--- src/rtl/usb_irq_pkg.sv ---
package usb_irq_pkg;
  localparam int ADDR_W = 3;

  localparam logic [ADDR_W-1:0] A_EP_STAT  = 3'd0;
  localparam logic [ADDR_W-1:0] A_EP_CLR   = 3'd1;
  localparam logic [ADDR_W-1:0] A_EP_PRIO  = 3'd2;
  localparam logic [ADDR_W-1:0] A_ROUTE    = 3'd3;
  localparam logic [ADDR_W-1:0] A_DEV_STAT = 3'd4;
  localparam logic [ADDR_W-1:0] A_DEV_CLR  = 3'd5;

  // device flag positions in the device status word
  localparam int DF_FRAME = 0;
  localparam int DF_FAST  = 1;
  localparam int DF_SLOW  = 2;
  localparam int DF_W     = 3;

  // routing bit positions
  localparam int RT_FRAME = 0;
  localparam int RT_FAST  = 1;
  localparam int RT_W     = 2;
endpackage

--- src/rtl/usb_ep_status.sv ---
module usb_ep_status #(
  parameter int N_EP = 16,
  localparam int PHY = 2 * N_EP
) (
  input  logic           clk,
  input  logic           rst,
  input  logic [N_EP-1:0] rx_ok,
  input  logic [N_EP-1:0] tx_ok,
  input  logic [N_EP-1:0] tx_nak,
  input  logic           nak_en,
  input  logic [PHY-1:0] iso,
  input  logic           clr_we,
  input  logic [PHY-1:0] clr_mask,
  output logic [PHY-1:0] status
);
  logic [PHY-1:0] set_vec;

  // even bit = receive direction, odd bit = transmit direction
  for (genvar n = 0; n < N_EP; n++) begin : g_ep
    assign set_vec[2*n]   = rx_ok[n] & ~iso[2*n];
    assign set_vec[2*n+1] = (tx_ok[n] | (tx_nak[n] & nak_en)) & ~iso[2*n+1];
  end

  for (genvar b = 0; b < PHY; b++) begin : g_bit
    always_ff @(posedge clk) begin
      if (rst)
        status[b] <= 1'b0;
      else if (set_vec[b])
        status[b] <= 1'b1;          // event beats a simultaneous clear
      else if (clr_we && clr_mask[b])
        status[b] <= 1'b0;
    end
  end
endmodule

--- src/rtl/usb_irq_regs.sv ---
module usb_irq_regs
  import usb_irq_pkg::*;
#(
  parameter int PHY = 32,
  parameter int DW  = 32
) (
  input  logic              clk,
  input  logic              rst,
  input  logic              wr_en,
  input  logic [ADDR_W-1:0] wr_addr,
  input  logic [DW-1:0]     wr_data,
  input  logic              rd_en,
  input  logic [ADDR_W-1:0] rd_addr,
  input  logic [PHY-1:0]    status,
  input  logic [DF_W-1:0]   dev_flags,
  output logic [PHY-1:0]    prio,
  output logic [RT_W-1:0]   route,
  output logic              ep_clr_we,
  output logic              dev_clr_we,
  output logic [DW-1:0]     rd_data,
  output logic              rd_valid
);
  logic [DW-1:0] rd_d;
  logic          unused_hi;

  assign unused_hi  = ^wr_data[DW-1:RT_W];
  assign ep_clr_we  = wr_en && (wr_addr == A_EP_CLR);
  assign dev_clr_we = wr_en && (wr_addr == A_DEV_CLR) && wr_data[0];

  always_ff @(posedge clk) begin
    if (rst) begin
      prio  <= '0;
      route <= '0;
    end else if (wr_en) begin
      if (wr_addr == A_EP_PRIO) prio  <= wr_data[PHY-1:0];
      if (wr_addr == A_ROUTE)   route <= wr_data[RT_W-1:0];
    end
  end

  always_comb begin
    rd_d = '0;
    case (rd_addr)
      A_EP_STAT:  rd_d[PHY-1:0]  = status;
      A_EP_PRIO:  rd_d[PHY-1:0]  = prio;
      A_DEV_STAT: rd_d[DF_W-1:0] = dev_flags;
      default:    rd_d = '0;    // routing and clear addresses read as zero
    endcase
  end

  always_ff @(posedge clk) begin
    if (rst) begin
      rd_data  <= '0;
      rd_valid <= 1'b0;
    end else begin
      rd_valid <= rd_en;
      if (rd_en) rd_data <= rd_d;
    end
  end
endmodule

--- src/rtl/usb_irq_route.sv ---
module usb_irq_route
  import usb_irq_pkg::*;
#(
  parameter int PHY = 32
) (
  input  logic            clk,
  input  logic            rst,
  input  logic [PHY-1:0]  status,
  input  logic [PHY-1:0]  prio,
  input  logic [RT_W-1:0] route,
  input  logic            frame_tick,
  input  logic            frame_clr,
  output logic [DF_W-1:0] dev_flags,
  output logic            irq_hp,
  output logic            irq_lp
);
  logic frame_pend, fast, slow;
  logic frame_hi, fast_hi;

  always_ff @(posedge clk) begin
    if (rst)             frame_pend <= 1'b0;
    else if (frame_tick) frame_pend <= 1'b1;
    else if (frame_clr)  frame_pend <= 1'b0;
  end

  assign fast = |(status & prio);
  assign slow = |(status & ~prio);

  // only one source may own the high line; both requested means neither
  assign frame_hi = route[RT_FRAME] & ~route[RT_FAST];
  assign fast_hi  = route[RT_FAST]  & ~route[RT_FRAME];

  always_comb begin
    dev_flags           = '0;
    dev_flags[DF_FRAME] = frame_pend;
    dev_flags[DF_FAST]  = fast;
    dev_flags[DF_SLOW]  = slow;
  end

  always_ff @(posedge clk) begin
    if (rst) begin
      irq_hp <= 1'b0;
      irq_lp <= 1'b0;
    end else begin
      irq_hp <= (frame_pend & frame_hi) | (fast & fast_hi);
      irq_lp <= slow | (frame_pend & ~frame_hi) | (fast & ~fast_hi);
    end
  end
endmodule

--- src/rtl/usb_ep_irq_router.sv ---
module usb_ep_irq_router
  import usb_irq_pkg::*;
#(
  parameter int N_EP = 16,
  parameter int DW   = 32,
  localparam int PHY = 2 * N_EP
) (
  input  logic              clk,
  input  logic              rst,
  input  logic [N_EP-1:0]   ep_rx_ok,
  input  logic [N_EP-1:0]   ep_tx_ok,
  input  logic [N_EP-1:0]   ep_tx_nak,
  input  logic              nak_irq_en,
  input  logic [PHY-1:0]    ep_iso,
  input  logic              frame_tick,
  input  logic              wr_en,
  input  logic [ADDR_W-1:0] wr_addr,
  input  logic [DW-1:0]     wr_data,
  input  logic              rd_en,
  input  logic [ADDR_W-1:0] rd_addr,
  output logic [DW-1:0]     rd_data,
  output logic              rd_valid,
  output logic              irq_hp,
  output logic              irq_lp
);
  logic [PHY-1:0]  status;
  logic [PHY-1:0]  prio;
  logic [RT_W-1:0] route;
  logic [DF_W-1:0] dev_flags;
  logic            ep_clr_we;
  logic            dev_clr_we;

  usb_ep_status #(.N_EP(N_EP)) u_status (
    .clk      (clk),
    .rst      (rst),
    .rx_ok    (ep_rx_ok),
    .tx_ok    (ep_tx_ok),
    .tx_nak   (ep_tx_nak),
    .nak_en   (nak_irq_en),
    .iso      (ep_iso),
    .clr_we   (ep_clr_we),
    .clr_mask (wr_data[PHY-1:0]),
    .status   (status)
  );

  usb_irq_regs #(.PHY(PHY), .DW(DW)) u_regs (
    .clk        (clk),
    .rst        (rst),
    .wr_en      (wr_en),
    .wr_addr    (wr_addr),
    .wr_data    (wr_data),
    .rd_en      (rd_en),
    .rd_addr    (rd_addr),
    .status     (status),
    .dev_flags  (dev_flags),
    .prio       (prio),
    .route      (route),
    .ep_clr_we  (ep_clr_we),
    .dev_clr_we (dev_clr_we),
    .rd_data    (rd_data),
    .rd_valid   (rd_valid)
  );

  usb_irq_route #(.PHY(PHY)) u_route (
    .clk        (clk),
    .rst        (rst),
    .status     (status),
    .prio       (prio),
    .route      (route),
    .frame_tick (frame_tick),
    .frame_clr  (dev_clr_we),
    .dev_flags  (dev_flags),
    .irq_hp     (irq_hp),
    .irq_lp     (irq_lp)
  );
endmodule

--- config.mk ---
export PLATFORM = sky130hd
export DESIGN_NAME = usb_ep_irq_router
export DESIGN_NICKNAME = d
export VERILOG_FILES = /design/src/rtl/usb_irq_pkg.sv /design/src/rtl/usb_ep_status.sv /design/src/rtl/usb_irq_regs.sv /design/src/rtl/usb_irq_route.sv /design/src/rtl/usb_ep_irq_router.sv
export SDC_FILE = /design/constraint.sdc
export NUM_CORES = 1
export LEC_CHECK = 0
export BUFFER_PORTS_ARGS = -buffer_cell sky130_fd_sc_hd__buf_4
export CELL_PAD_IN_SITES_DETAIL_PLACEMENT = 1
export CELL_PAD_IN_SITES_GLOBAL_PLACEMENT = 1
export CORE_MARGIN = 2
export CORE_UTILIZATION = 33
export CTS_BUF_LIST = sky130_fd_sc_hd__clkbuf_8
export DETAILED_ROUTE_END_ITERATION = 10
export GPL_TIMING_DRIVEN = 0
export PLACE_DENSITY_LB_ADDON = 0.3
export SLEW_MARGIN = 20
export SYNTH_ARGS = -nofsm -noshare
export SYNTH_HDL_FRONTEND = slang
export SYNTH_SLANG_ARGS = --single-unit
--- constraint.sdc ---
create_clock -name clk -period 1.5 [get_ports clk]
set_input_delay 0.15 -clock clk [delete_from_list [all_inputs] [get_ports clk]]
set_output_delay 0.15 -clock clk [all_outputs]
set_load 0.01 [all_outputs]
After elaboration in Yosys (flattened, before gate mapping)
Cells that the tools add are included.
Word-level totals
  register bits after elaboration: 102
  output and inout bits: 35
  logic and storage cells: 298
  input bits: 124
Operators by class
  mux-type cells: 68
  reduce and logical (&&, ||, !) cells: 73
  equal/unequal tests: 6
  bitwise operators: 112
Operators with widths (number)
  2-to-1 mux 1 bit: 66
  nonzero test 2 bit: 33
  bitwise AND 32 bit: 2
  OR reduction 32 bit: 2
  case mux 29 bit (2 select lines): 1
  bitwise AND 1 bit: 54
  inverter 1 bit: 36
  logical AND 1 bit: 35
  inverter 32 bit: 1
  bitwise OR 1 bit: 19
  == test 3 x 2 -> 1 bit (second input constant): 3
  case mux 3 bit (3 select lines): 1
  == test 3 bit (second input constant): 2
  AND reduction 2 bit: 2
  == test 3 x 1 -> 1 bit (second input constant): 1
  logical NOT 3 bit: 1

Logic depth before layout (Yosys ltp)
Gate-level depths: netlist of the first run.
  depth in word-level cells: 6
  gate-level depth with buffers: 7
  depth with buffers taken out: 5

By module
From an unflattened synthesis of the first run, not the netlist that was laid out.
Unflattened totals
  cells, all modules: 570
  area total of the unflattened synthesis: 5237.5 um2
Modules (own cells, without submodules)
  usb_irq_regs: cells an instance 335, area each 3081.7 um2, seq. area each 1341.3 um2, instances 1
  usb_ep_status: cells an instance 154, area each 1551.5 um2, seq. area each 640.6 um2, instances 1
  usb_irq_route: cells an instance 81, area each 604.3 um2, seq. area each 60.1 um2, instances 1

Worst setup path before layout of the first run
Ideal clock, no wire load.
  kind: reg-to-reg
  start: register u_regs.prio[18]
  end: register u_route.irq_lp
  setup time: 0.133 ns
  required time: 1.367 ns
  buffers on the path: 0
  clock period less this slack: 1.627 ns
  data arrival time: 1.494 ns
  path slack: -0.127 ns
  cell stages (with the launch flop): 6
  cell sequence: dfxtp_1 > a22oi_1 > nand4_1 > or4_4 > a2111oi_2 > a311oi_1
Between the ends
  word-level cells in the longest chain between the ends: 5
  elaborated cells on any way between the ends: 8
  those cells by class: bitwise (6); reduce/logical (2)
RTL lines
  start, declared: RTL line usb_irq_regs.sv:16  | output logic [PHY-1:0] prio,
  start signal, assigned: RTL line usb_irq_regs.sv:35  | if (wr_addr == A_EP_PRIO) prio <= wr_data[PHY-1:0];
  inverter 32 bit: RTL line usb_irq_route.sv:27  | assign slow = |(status & ~prio);
  bitwise AND 32 bit: RTL line usb_irq_route.sv:27
  OR reduction 32 bit: RTL line usb_irq_route.sv:27
  bitwise OR 1 bit: RTL line usb_irq_route.sv:46  | irq_lp <= slow | (frame_pend & ~frame_hi) | (fast & ~fast_hi);
  bitwise OR 1 bit *: RTL line usb_irq_route.sv:46
  end signal, assigned: RTL line usb_irq_route.sv:46
  end, declared: RTL line usb_irq_route.sv:15  | output logic irq_lp
Mark *: on every way between the ends. The rest lies on a longest branch, timed or not.
A chain may end at the register's enable or synchronous reset.

Worst setup path in the final report of the first run
  start: register u_status.status[17]
  end: register u_route.irq_lp
Between the ends
  word-level cells in the longest chain between the ends: 4
  elaborated cells on any way between the ends: 7
  those cells by class: bitwise (5); reduce/logical (2)
RTL lines
  start, declared: RTL line usb_ep_status.sv:14  | output logic [PHY-1:0] status
  start signal, assigned by index: RTL line usb_ep_status.sv:27  | status[b] <= 1'b0;
  start signal, assigned by index: RTL line usb_ep_status.sv:29  | status[b] <= 1'b1;
  start signal, assigned by index: RTL line usb_ep_status.sv:31  | status[b] <= 1'b0;
  bitwise AND 32 bit, on equally long branches: RTL line usb_irq_route.sv:27, usb_irq_route.sv:26
  OR reduction 32 bit, on equally long branches: RTL line usb_irq_route.sv:27, usb_irq_route.sv:26
  bitwise OR 1 bit / bitwise AND 1 bit (equally long branches): RTL line usb_irq_route.sv:46
  bitwise OR 1 bit *: RTL line usb_irq_route.sv:46
Marked as above.

==> flow_metrics.py, run 1 <==
metrics = {
    "die": {
        "coreArea_um2": 13800,
        "start_util_pct": 33.5,
        "die_y_um": 122,
        "die_area_um2": 14900,
        "rows": 43,
        "fp.dieW_um": 122,
        "ios": 159,
    },
    "sta": {
        "relSlewSlack_pct": 46.3,
        "hold_viol_final": 0,
        "fin_tns_setup_ps": -814,
        "fin_ws_ps": -374,
        "min_period_over_period_pct": 125,
        "rsz0062_at_grt": "true",
        "max_freq_mhz": 534,
        "finalMaxSlewViolations": 0,
        "finalSetupViolCount": 4,
        "worst_slew_pin_slew_ps": 806,
        "post-route-min-period_ps": 1870,
        "fin_skew_ps": 10.2,
    },
    "critical_path": {
        "reg2reg_depth": 5,
        "arrival_ps": 2110,
        "cp-end-kind": "flip-flop",
        "crit_type": "flip-flop to flip-flop",
        "cp.required_ps": 1730,
        "crit_path_max_fanout": 4,
        "start_kind": "flip-flop",
    },
    "synth": {
        "synth_compound_area_share_pct": 24.1,
        "synth_area_um2": 4610,
        "syn_nets": 727,
        "synth_top_family_by_area": "simple AND/OR/NAND/NOR gates",
        "yosysSeqAreaShare_pct": 44.3,
        "synth_area_per_cell_um2": 7.65,
        "syn_inst": 603,
        "synth_largest_area_cell": "dfxtp_1",
        "synth_simple_gate_area_share_pct": 27.7,
        "ys_seq_elements": 102,
        "yosys-top-cells-area": "dfxtp_1, a21oi_1, nor2b_1",
        "synthAdderAreaFrac_pct": 0,
        "yosys.area.top_type_share_pct": 44.3,
        "synth_warnings": 0,
        "synth_xor_xnor_area_share_pct": 0,
        "ys_types": 29,
        "synth_mux_area_share_pct": 0.217,
    },
    "drt": {
        "routed_wl_um": 17900,
        "avgRoutedWirePerCell_um": 18.6,
        "dr.first_iter.drc_count": 323,
        "num_vias": 5031,
        "vias_per_cell": 5.23,
        "drc": 0,
        "ant_nets": 0,
        "drt_first_pass_iters": 5,
    },
    "clock_network": {
        "cts_root_buf": "clkbuf_8",
        "htree_levels": 3,
        "cts_tree": "done",
        "clkLatencyLatePin_ps": 380,
        "numCtsBuffers": 9,
        "clkSinkCount": 102,
        "cts.reportedPaths.clkPinSlew_ps": 100,
        "cts_max_path_buffers": 2,
    },
    "grt": {
        "antenna_found_initial": 0,
        "grt_usage_pct": 24.1,
        "grt_pass1_wl_um": 27400,
        "grt.overflow.total": 0,
        "grt_max_degree": 20,
        "grt_pass1_vias": 5314,
    },
    "finish": {
        "drive_gt1_share_pct": 31.5,
        "final_nets": 901,
        "diodes": 0,
        "finalNonFillerCells": 962,
        "area_delta_synth_final_pct": 41.2,
    },
    "placement": {
        "dpl.cell_count": 939,
        "place_hpwl_um": 13400,
        "pre_cts_ws_ps": -597,
        "gp_congestion": 0.861,
        "io_buffers": 156,
    },
    "job": {
        "maxCapViolCount": 0,
    },
    "outcome": {
        "status": "finished, violations left",
        "violations": "setup timing",
    },
    "power": {
        "total_leakage_power_nw": 2.57,
        "ir_drop_v": 0.000431,
        "pwr_density_cell_nw_per_um2": 825,
    },
    "hold_path": {
        "holdCritPathClass": "input port to flip-flop",
        "hold_path_depth": 3,
    },
}
## kinds of logic after synthesis
kind of cell	Yosys count
buffers and inverters	46
multiplexers	1
AND/OR/NAND/NOR	275
AO/OA/AOI/OAI	179
flip-flops	102
## final cells by class
| type | count | area (um^2) |
|---|---|---|
| fill | 1727 | 7260 |
| multi-input combinational | 455 | 2610 |
| clock buffer | 10 | 138 |
| clock inverter | 6 | 31.3 |
| sequential | 102 | 2090 |
| inverter | 9 | 33.8 |
| timing repair buffer | 164 | 1240 |
| tap | 180 | 225 |
| buffer | 36 | 141 |
## state kept, by name, summed over array words and instances (netlist names)
name                flops
u_regs.rd_valid         1
u_route.irq_hp          1
u_regs.route            2
u_route.frame_pend      1
u_route.irq_lp          1
u_regs.prio            32
u_regs.rd_data         32
u_status.status        32
## power breakdown
group / leakage, nW / internal [W] / switching [W] / total [W]
registers: 0.847 / 0.00281 / 0.000127 / 0.00293
logic: 1.63 / 0.000439 / 0.000417 / 0.000856
clock network: 0.0921 / 0.000630 / 0.000960 / 0.00159
## worst paths after layout
check	slack, ps	from	endpoint
hold reg to reg	480	u_regs.rd_data[0]$_SDFFE_PP0P_	u_regs.rd_data[0]$_SDFFE_PP0P_
hold / removal	20	wr_data[8]	u_regs.prio[8]$_SDFFE_PP0P_
setup reg to reg	-370	u_status.status[17]$_SDFFE_PP0P_	u_route.irq_lp$_SDFF_PP0_
setup / recovery	-370	u_status.status[17]$_SDFFE_PP0P_	u_route.irq_lp$_SDFF_PP0_
## layout by cell type (no fill, tap or decap), types with 4 or more instances in the layout
master,count
nor2b_4,4
inv_1,12
clkbuf_8,10
a2111oi_4,6
a22oi_1,8
clkbuf_1,30
nor2_1,79
dfxtp_4,4
a21oi_1,115
a22oi_2,10
nand4_1,7
nor2b_1,63
dfxtp_1,68
nand2_1,101
a22o_1,28
dfxtp_2,30
clkbuf_2,5
buf_4,161
## synthesized netlist by cell type
| library cell | number |
|---|---|
| a22o_2 | 1 |
| o21ai_0 | 4 |
| and3b_1 | 1 |
| or4_4 | 1 |
| and2b_1 | 2 |
| nand3b_1 | 2 |
| a21o_1 | 1 |
| nand4_1 | 7 |
| a311oi_1 | 1 |
| a21oi_1 | 115 |
| nand3_1 | 3 |
| nand2_1 | 101 |
| dfxtp_1 | 102 |
| nor2_1 | 79 |
| or3_1 | 1 |
| inv_1 | 9 |
| nor3b_1 | 3 |
| clkbuf_1 | 37 |
| nor2b_1 | 69 |
| a2111oi_0 | 8 |
| or2b_1 | 1 |
| a22o_1 | 28 |
| nor3_1 | 3 |
| a22oi_2 | 2 |
| a31oi_1 | 2 |
| mux2i_1 | 1 |
| nand2b_1 | 2 |
| a22oi_1 | 16 |
| a2111oi_2 | 1 |
## critical path: stages, from the launching register on
cell	delay, ps
dfxtp_4	370
a22oi_2	250
nand4_1	140
or4_4	590
a2111oi_4	300
a311oi_1	80
## repair_timing
action                                  in CTS  in global routing
resized for setup                           63                 32
setup buffers                                7                  0
hold endpoints to repair                     1                  0
pin swaps                                   15                  6
hold buffers                                 1                  0
endpoints found under the setup margin      14                 39
## metrics by stage
stage	area, um^2	util, %	power, W	hold slack (ps)
floorplan	4610	-	0.00326	267
global placement	6010	43.6	0.00369	364
detailed placement	6010	43.6	0.00372	377
CTS	6460	46.9	0.00537	14.7
global route	6520	47.3	0.00561	20.7
finish	6520	47.3	0.00538	19.6
## per-layer routing
layer / wire length, um / global-route usage (%) / vias up
met2: 9170 / 42.5 / 179
met5: 0 / 0 / -
li1: - / - / 2409
met4: 385 / 9.99 / 0
met1: 7410 / 29.2 / 2413
met3: 897 / 3.39 / 30
No activity file was read; power rests on OpenSTA's default activity.
==> inputs of run 2 (changes only) <==
SETUP_SLACK_MARGIN = 0.4   (was not set)
==> run 2 against run 1 <==
Effect of this change: the flow still finishes with violations (setup timing); routed wire length is 2.5% lower; worst hold slack worse by 16 ps; first-iteration DRC count is 24% lower; critical path depth stayed put; via count is 1.4% lower; flip-flop and latch count stayed put; sequential power hardly changed; non-clock buffer count is 1 lower; register-to-register slack better by 90 ps; cell count is 0.21% lower; cell area is 0.35% higher; setup slack better by 91 ps; critical endpoint unchanged; highest routed layer unchanged.
==> flow_metrics.py, run 2 (synthesis results as in run 1) <==
metrics = {
    "outcome": {
        "status": "finished, violations left",
        "violations": "setup timing",
    },
    "power": {
        "total_leakage_power_nw": 2.64,
        "pwr_density_cell_nw_per_um2": 890,
        "ir_drop_v": 0.000420,
    },
    "placement": {
        "io_buffers": 156,
        "gp_congestion": 0.886,
        "place_hpwl_um": 13300,
        "pre_cts_ws_ps": -529,
    },
    "clock_network": {
        "cts.reportedPaths.clkPinSlew_ps": 110,
        "cts_tree": "done",
        "cts_root_buf": "clkbuf_8",
        "clkSinkCount": 102,
        "numCtsBuffers": 9,
        "cts_max_path_buffers": 2,
        "htree_levels": 3,
        "clkLatencyLatePin_ps": 390,
    },
    "sta": {
        "max_freq_mhz": 561,
        "rsz0062_at_grt": "true",
        "worst_hold_slack_ps": 3.20,
        "fin_skew_ps": 22.1,
        "hold_viol_final": 0,
        "worst_slew_pin_slew_ps": 634,
        "post-route-min-period_ps": 1780,
        "min_period_over_period_pct": 119,
        "relSlewSlack_pct": 57.8,
        "finalMaxSlewViolations": 0,
        "fin_ws_ps": -283,
        "fin_tns_setup_ps": -553,
        "finalSetupViolCount": 4,
    },
    "die": {
        "rows": 43,
        "die_area_um2": 14900,
        "coreArea_um2": 13800,
        "ios": 159,
        "die_y_um": 122,
        "fp.dieW_um": 122,
        "start_util_pct": 33.5,
    },
    "drt": {
        "vias_per_cell": 5.17,
        "avgRoutedWirePerCell_um": 18.1,
        "dr.first_iter.drc_count": 245,
        "drt_first_pass_iters": 5,
        "num_vias": 4962,
        "ant_nets": 0,
        "routed_wl_um": 17400,
        "drc": 0,
    },
    "finish": {
        "layout_common_cells": "buf_4, a21oi_1, nand2_1",
        "drive_gt1_share_pct": 31.0,
        "fillers": 1720,
        "reg_top3": "u_regs.prio (32), u_regs.rd_data (32), u_status.status (32)",
        "final_nets": 900,
        "area_delta_synth_final_pct": 41.7,
        "diodes": 0,
        "final_common_cell": "buf_4",
    },
    "critical_path": {
        "r2r_start": "u_status.status[12]$_SDFFE_PP0P_",
        "cp-startpoint": "u_status.status[12]$_SDFFE_PP0P_",
        "cp-end-kind": "flip-flop",
        "cp.required_ps": 1770,
        "arrival_ps": 2050,
        "r2r_setup_slack_ps": -280,
        "crit-reg2reg-capture": "u_route.irq_lp$_SDFF_PP0_",
        "worstSetupEndpoint": "u_route.irq_lp$_SDFF_PP0_",
        "crit_type": "flip-flop to flip-flop",
        "reg2reg_depth": 5,
        "start_kind": "flip-flop",
        "crit_path_max_fanout": 4,
    },
    "grt": {
        "antenna_found_initial": 0,
        "grt_usage_pct": 23.2,
        "grt_max_degree": 16,
        "grt_pass1_wl_um": 26500,
        "grt.overflow.total": 0,
        "grt_pass1_vias": 5065,
    },
    "job": {
        "maxCapViolCount": 0,
    },
    "hold_path": {
        "holdCritPathClass": "input port to flip-flop",
    },
}
[run 2: cell count changes in the layout (fill, tap and decap cells not counted), sizes merged]
cell | previous run | this run
bufinv | 0 | 3
clkbuf | 45 | 43
clkinvlp | 2 | 0
inv | 12 | 10
buf | 164 | 165
[run 2: power by group]
| group | switching [W] | internal [W] | total [W] |
|---|---|---|---|
| logic | 0.000401 | 0.000426 | 0.000827 |
| clock network | 0.000928 | 0.00114 | 0.00206 |
| registers | 0.000124 | 0.00280 | 0.00293 |
[run 2: area by class of cell]
type	instances	area (um^2)	share of cell area [%]
well taps	180	225	3.44
clock buffers	10	138	2.10
flip-flops and latches	102	2070	31.7
repair buffers	162	1230	18.7
multi-input cells	455	2550	39.0
clock inverters	5	98.8	1.51
inverters	9	33.8	0.517
plain buffers	37	199	3.04
[run 2: critical path: stages (launching register included)]
cell       delay [ps]
dfxtp_1           370
a22oi_2           230
nand4_1           140
or4_4             550
a2111oi_4         300
a311oi_1           80
[run 2: what timing repair did]
action                     CTS  global route
gates cloned                 0             0
hold endpoints to repair     1             0
resized for setup           57            21
buffers inserted             5             0
setup endpoints to repair   74            70
hold buffers                 1             0
pin swaps                   11             3
[run 2: stage by stage]
step                      util, %  std cells  area, um^2  power (W)
final                        47.5        960        6540    0.00582
after global routing         47.5        960        6540    0.00604
after CTS                    47.2        960        6510    0.00584
after detailed placement     43.9        939        6050    0.00373
after global placement       43.9        939        6050    0.00370
after floorplan                 -        603        4660    0.00327
[run 2: metal layers]
layer,global-route usage [%],up-vias,routed length (um)
met4,7.61,0,289
met5,0,-,0
li1,-,2401,-
met3,3.95,21,937
met1,28.7,2379,7400
met2,41.0,161,8790
[run 2: how the worst min path moves through the flow]
stage | end | cells after the start | from
detailed placement | u_route.frame_pend$_SDFFE_PP0P_ | 3 | frame_tick
global placement | u_route.frame_pend$_SDFFE_PP0P_ | 3 | frame_tick
CTS | u_regs.prio[4]$_SDFFE_PP0P_ | 3 | wr_data[4]
floorplan | u_route.frame_pend$_SDFFE_PP0P_ | 2 | frame_tick
global route | u_regs.prio[30]$_SDFFE_PP0P_ | 3 | wr_data[30]
finish | u_regs.prio[4]$_SDFFE_PP0P_ | 3 | wr_data[4]
==> inputs of run 3 (changes only) <==
SKIP_LAST_GASP = 1   (was not set)
TNS_END_PERCENT = 100   (was not set)
==> run 3 against run 2 <==
Effect of this change: the flow still finishes with violations (setup timing); maximum frequency decreased by 0.43%; setup slack got worse by 7.6 ps; clock power about the same; register-to-register slack about the same; via count increased by 0.18%; die area unchanged; non-clock buffer count unchanged; critical path depth unchanged; global-route usage unchanged; clock-buffer cell count unchanged; highest routed layer unchanged.
==> flow_metrics.py, run 3 (synthesis results as in run 1) <==
metrics = {
    "grt": {
        "grt_usage_pct": 23.2,
        "grt_max_degree": 16,
        "grt.overflow.total": 0,
        "grt_pass1_wl_um": 26500,
        "grt_pass1_vias": 5065,
        "antenna_found_initial": 0,
    },
    "clock_network": {
        "numCtsBuffers": 9,
        "clkSinkCount": 102,
        "cts_tree": "done",
        "cts_max_path_buffers": 2,
        "cts_root_buf": "clkbuf_8",
        "cts.reportedPaths.clkPinSlew_ps": 110,
        "clkLatencyLatePin_ps": 390,
        "htree_levels": 3,
    },
    "power": {
        "total_leakage_power_nw": 2.64,
        "power_frac_comb_pct": 14.2,
        "pwr_density_cell_nw_per_um2": 890,
        "seqPwrFrac_pct": 50.3,
        "intPower_w": 0.00437,
        "swShare_pct": 24.9,
        "power.net_switching_w": 0.00145,
        "ir_drop_v": 0.000420,
        "p_clk_share_pct": 35.5,
    },
    "finish": {
        "diodes": 0,
        "layout_common_cells": "buf_4, a21oi_1, nand2_1",
        "final_util_pct": 47.5,
        "final_nets": 900,
        "final_common_cell": "buf_4",
        "drive_gt1_share_pct": 30.9,
        "area_delta_synth_final_pct": 41.6,
        "reg_top3": "u_regs.prio (32), u_regs.rd_data (32), u_status.status (32)",
        "finalNonFillerCells": 960,
    },
    "sta": {
        "finalSetupViolCount": 4,
        "fin_skew_ps": 22.7,
        "hold_viol_final": 0,
        "min_period_over_period_pct": 119,
        "relSlewSlack_pct": 58.6,
        "finalMaxSlewViolations": 0,
        "max_freq_mhz": 559,
        "rsz0062_at_grt": "true",
        "worst_slew_pin_slew_ps": 621,
        "post-route-min-period_ps": 1790,
        "worst_hold_slack_ps": 4.53,
        "fin_ws_ps": -290,
    },
    "placement": {
        "gp_congestion": 0.886,
        "io_buffers": 156,
        "dpl.cell_count": 939,
        "place_hpwl_um": 13300,
    },
    "drt": {
        "ant_nets": 0,
        "num_vias": 4971,
        "vias_per_cell": 5.18,
        "dr.first_iter.drc_count": 228,
        "drc": 0,
        "avgRoutedWirePerCell_um": 18.1,
        "routed_wl_um": 17400,
        "drt_first_pass_iters": 5,
    },
    "die": {
        "coreArea_um2": 13800,
        "die_area_um2": 14900,
        "fp.dieW_um": 122,
        "rows": 43,
        "start_util_pct": 33.5,
        "ios": 159,
        "die_y_um": 122,
    },
    "critical_path": {
        "r2r_setup_slack_ps": -290,
        "crit_type": "flip-flop to flip-flop",
        "start_kind": "flip-flop",
        "arrival_ps": 2050,
        "cp.required_ps": 1760,
        "cp-end-kind": "flip-flop",
        "crit_path_max_fanout": 4,
    },
    "job": {
        "maxCapViolCount": 0,
    },
    "outcome": {
        "status": "finished, violations left",
        "violations": "setup timing",
    },
    "hold_path": {
        "holdCritPathClass": "input port to flip-flop",
    },
}
[run 3: cell counts in the layout (fill, tap and decap cells not counted)]
Identical to the previous run, type by type.
[run 3: path summary, 6_finish.rpt]
kind / start / end / cells after the start
worst max-delay path: u_status.status[17]$_SDFFE_PP0P_ / u_route.irq_lp$_SDFF_PP0_ / 5
worst max register to register: u_status.status[17]$_SDFFE_PP0P_ / u_route.irq_lp$_SDFF_PP0_ / 5
worst min-delay path: wr_data[4] / u_regs.prio[4]$_SDFFE_PP0P_ / 3
worst min register to register: u_regs.rd_data[0]$_SDFFE_PP0P_ / u_regs.rd_data[0]$_SDFFE_PP0P_ / 2
[run 3: power groups by stage]
stage	Combinational [W]	Clock, W	Sequential [W]
after floorplan	0.000340	0	0.00293
after global placement	0.000732	0	0.00297
after detailed placement	0.000756	0	0.00297
after CTS	0.000820	0.00210	0.00292
after global routing	0.000899	0.00220	0.00294
final	0.000825	0.00206	0.00293
[run 3: per-stage QoR]
step	cell area [um^2]	TNS (ps)	total power, W	setup WS (ps)
3_5_place_dp	6050	-12030	0.00373	-529
4_1_cts	6500	-486	0.00584	-278
3_3_place_gp	6050	-9770	0.00370	-481
5_1_grt	6540	-770	0.00604	-336
6_report	6540	-551	0.00582	-290
2_1_floorplan	4660	-123	0.00327	-123
[run 3: critical path, cell delays in order (launching register included)]
cell	delay [ps]
dfxtp_4	370
a22oi_2	240
nand4_1	120
or4_4	570
a2111oi_4	300
a311oi_1	80
[run 3: timing repair]
item,CTS,global route
hold endpoints to repair,1,0
pin swaps,11,1
setup buffers,5,0
hold buffers,1,0
gates resized for setup,56,20
setup endpoints to repair,74,70
[run 3: layout make-up]
class	instances	area [um^2]
Inverter	9	33.8
Tap cell	180	225
Multi-Input combinational cell	455	2550
Sequential cell	102	2070
Fill cell	1720	7240
Timing Repair Buffer	162	1230
Clock inverter	5	98.8
Buffer	37	199
Clock buffer	10	138
[run 3: metal layers]
layer  up-vias  track usage (%)  wire length (um)
met1      2398             28.7              7370
met2       150             41.0              8800
met4         0             7.61               278
li1       2403                -                 -
met3        20             3.95               945
met5         -                0                 0
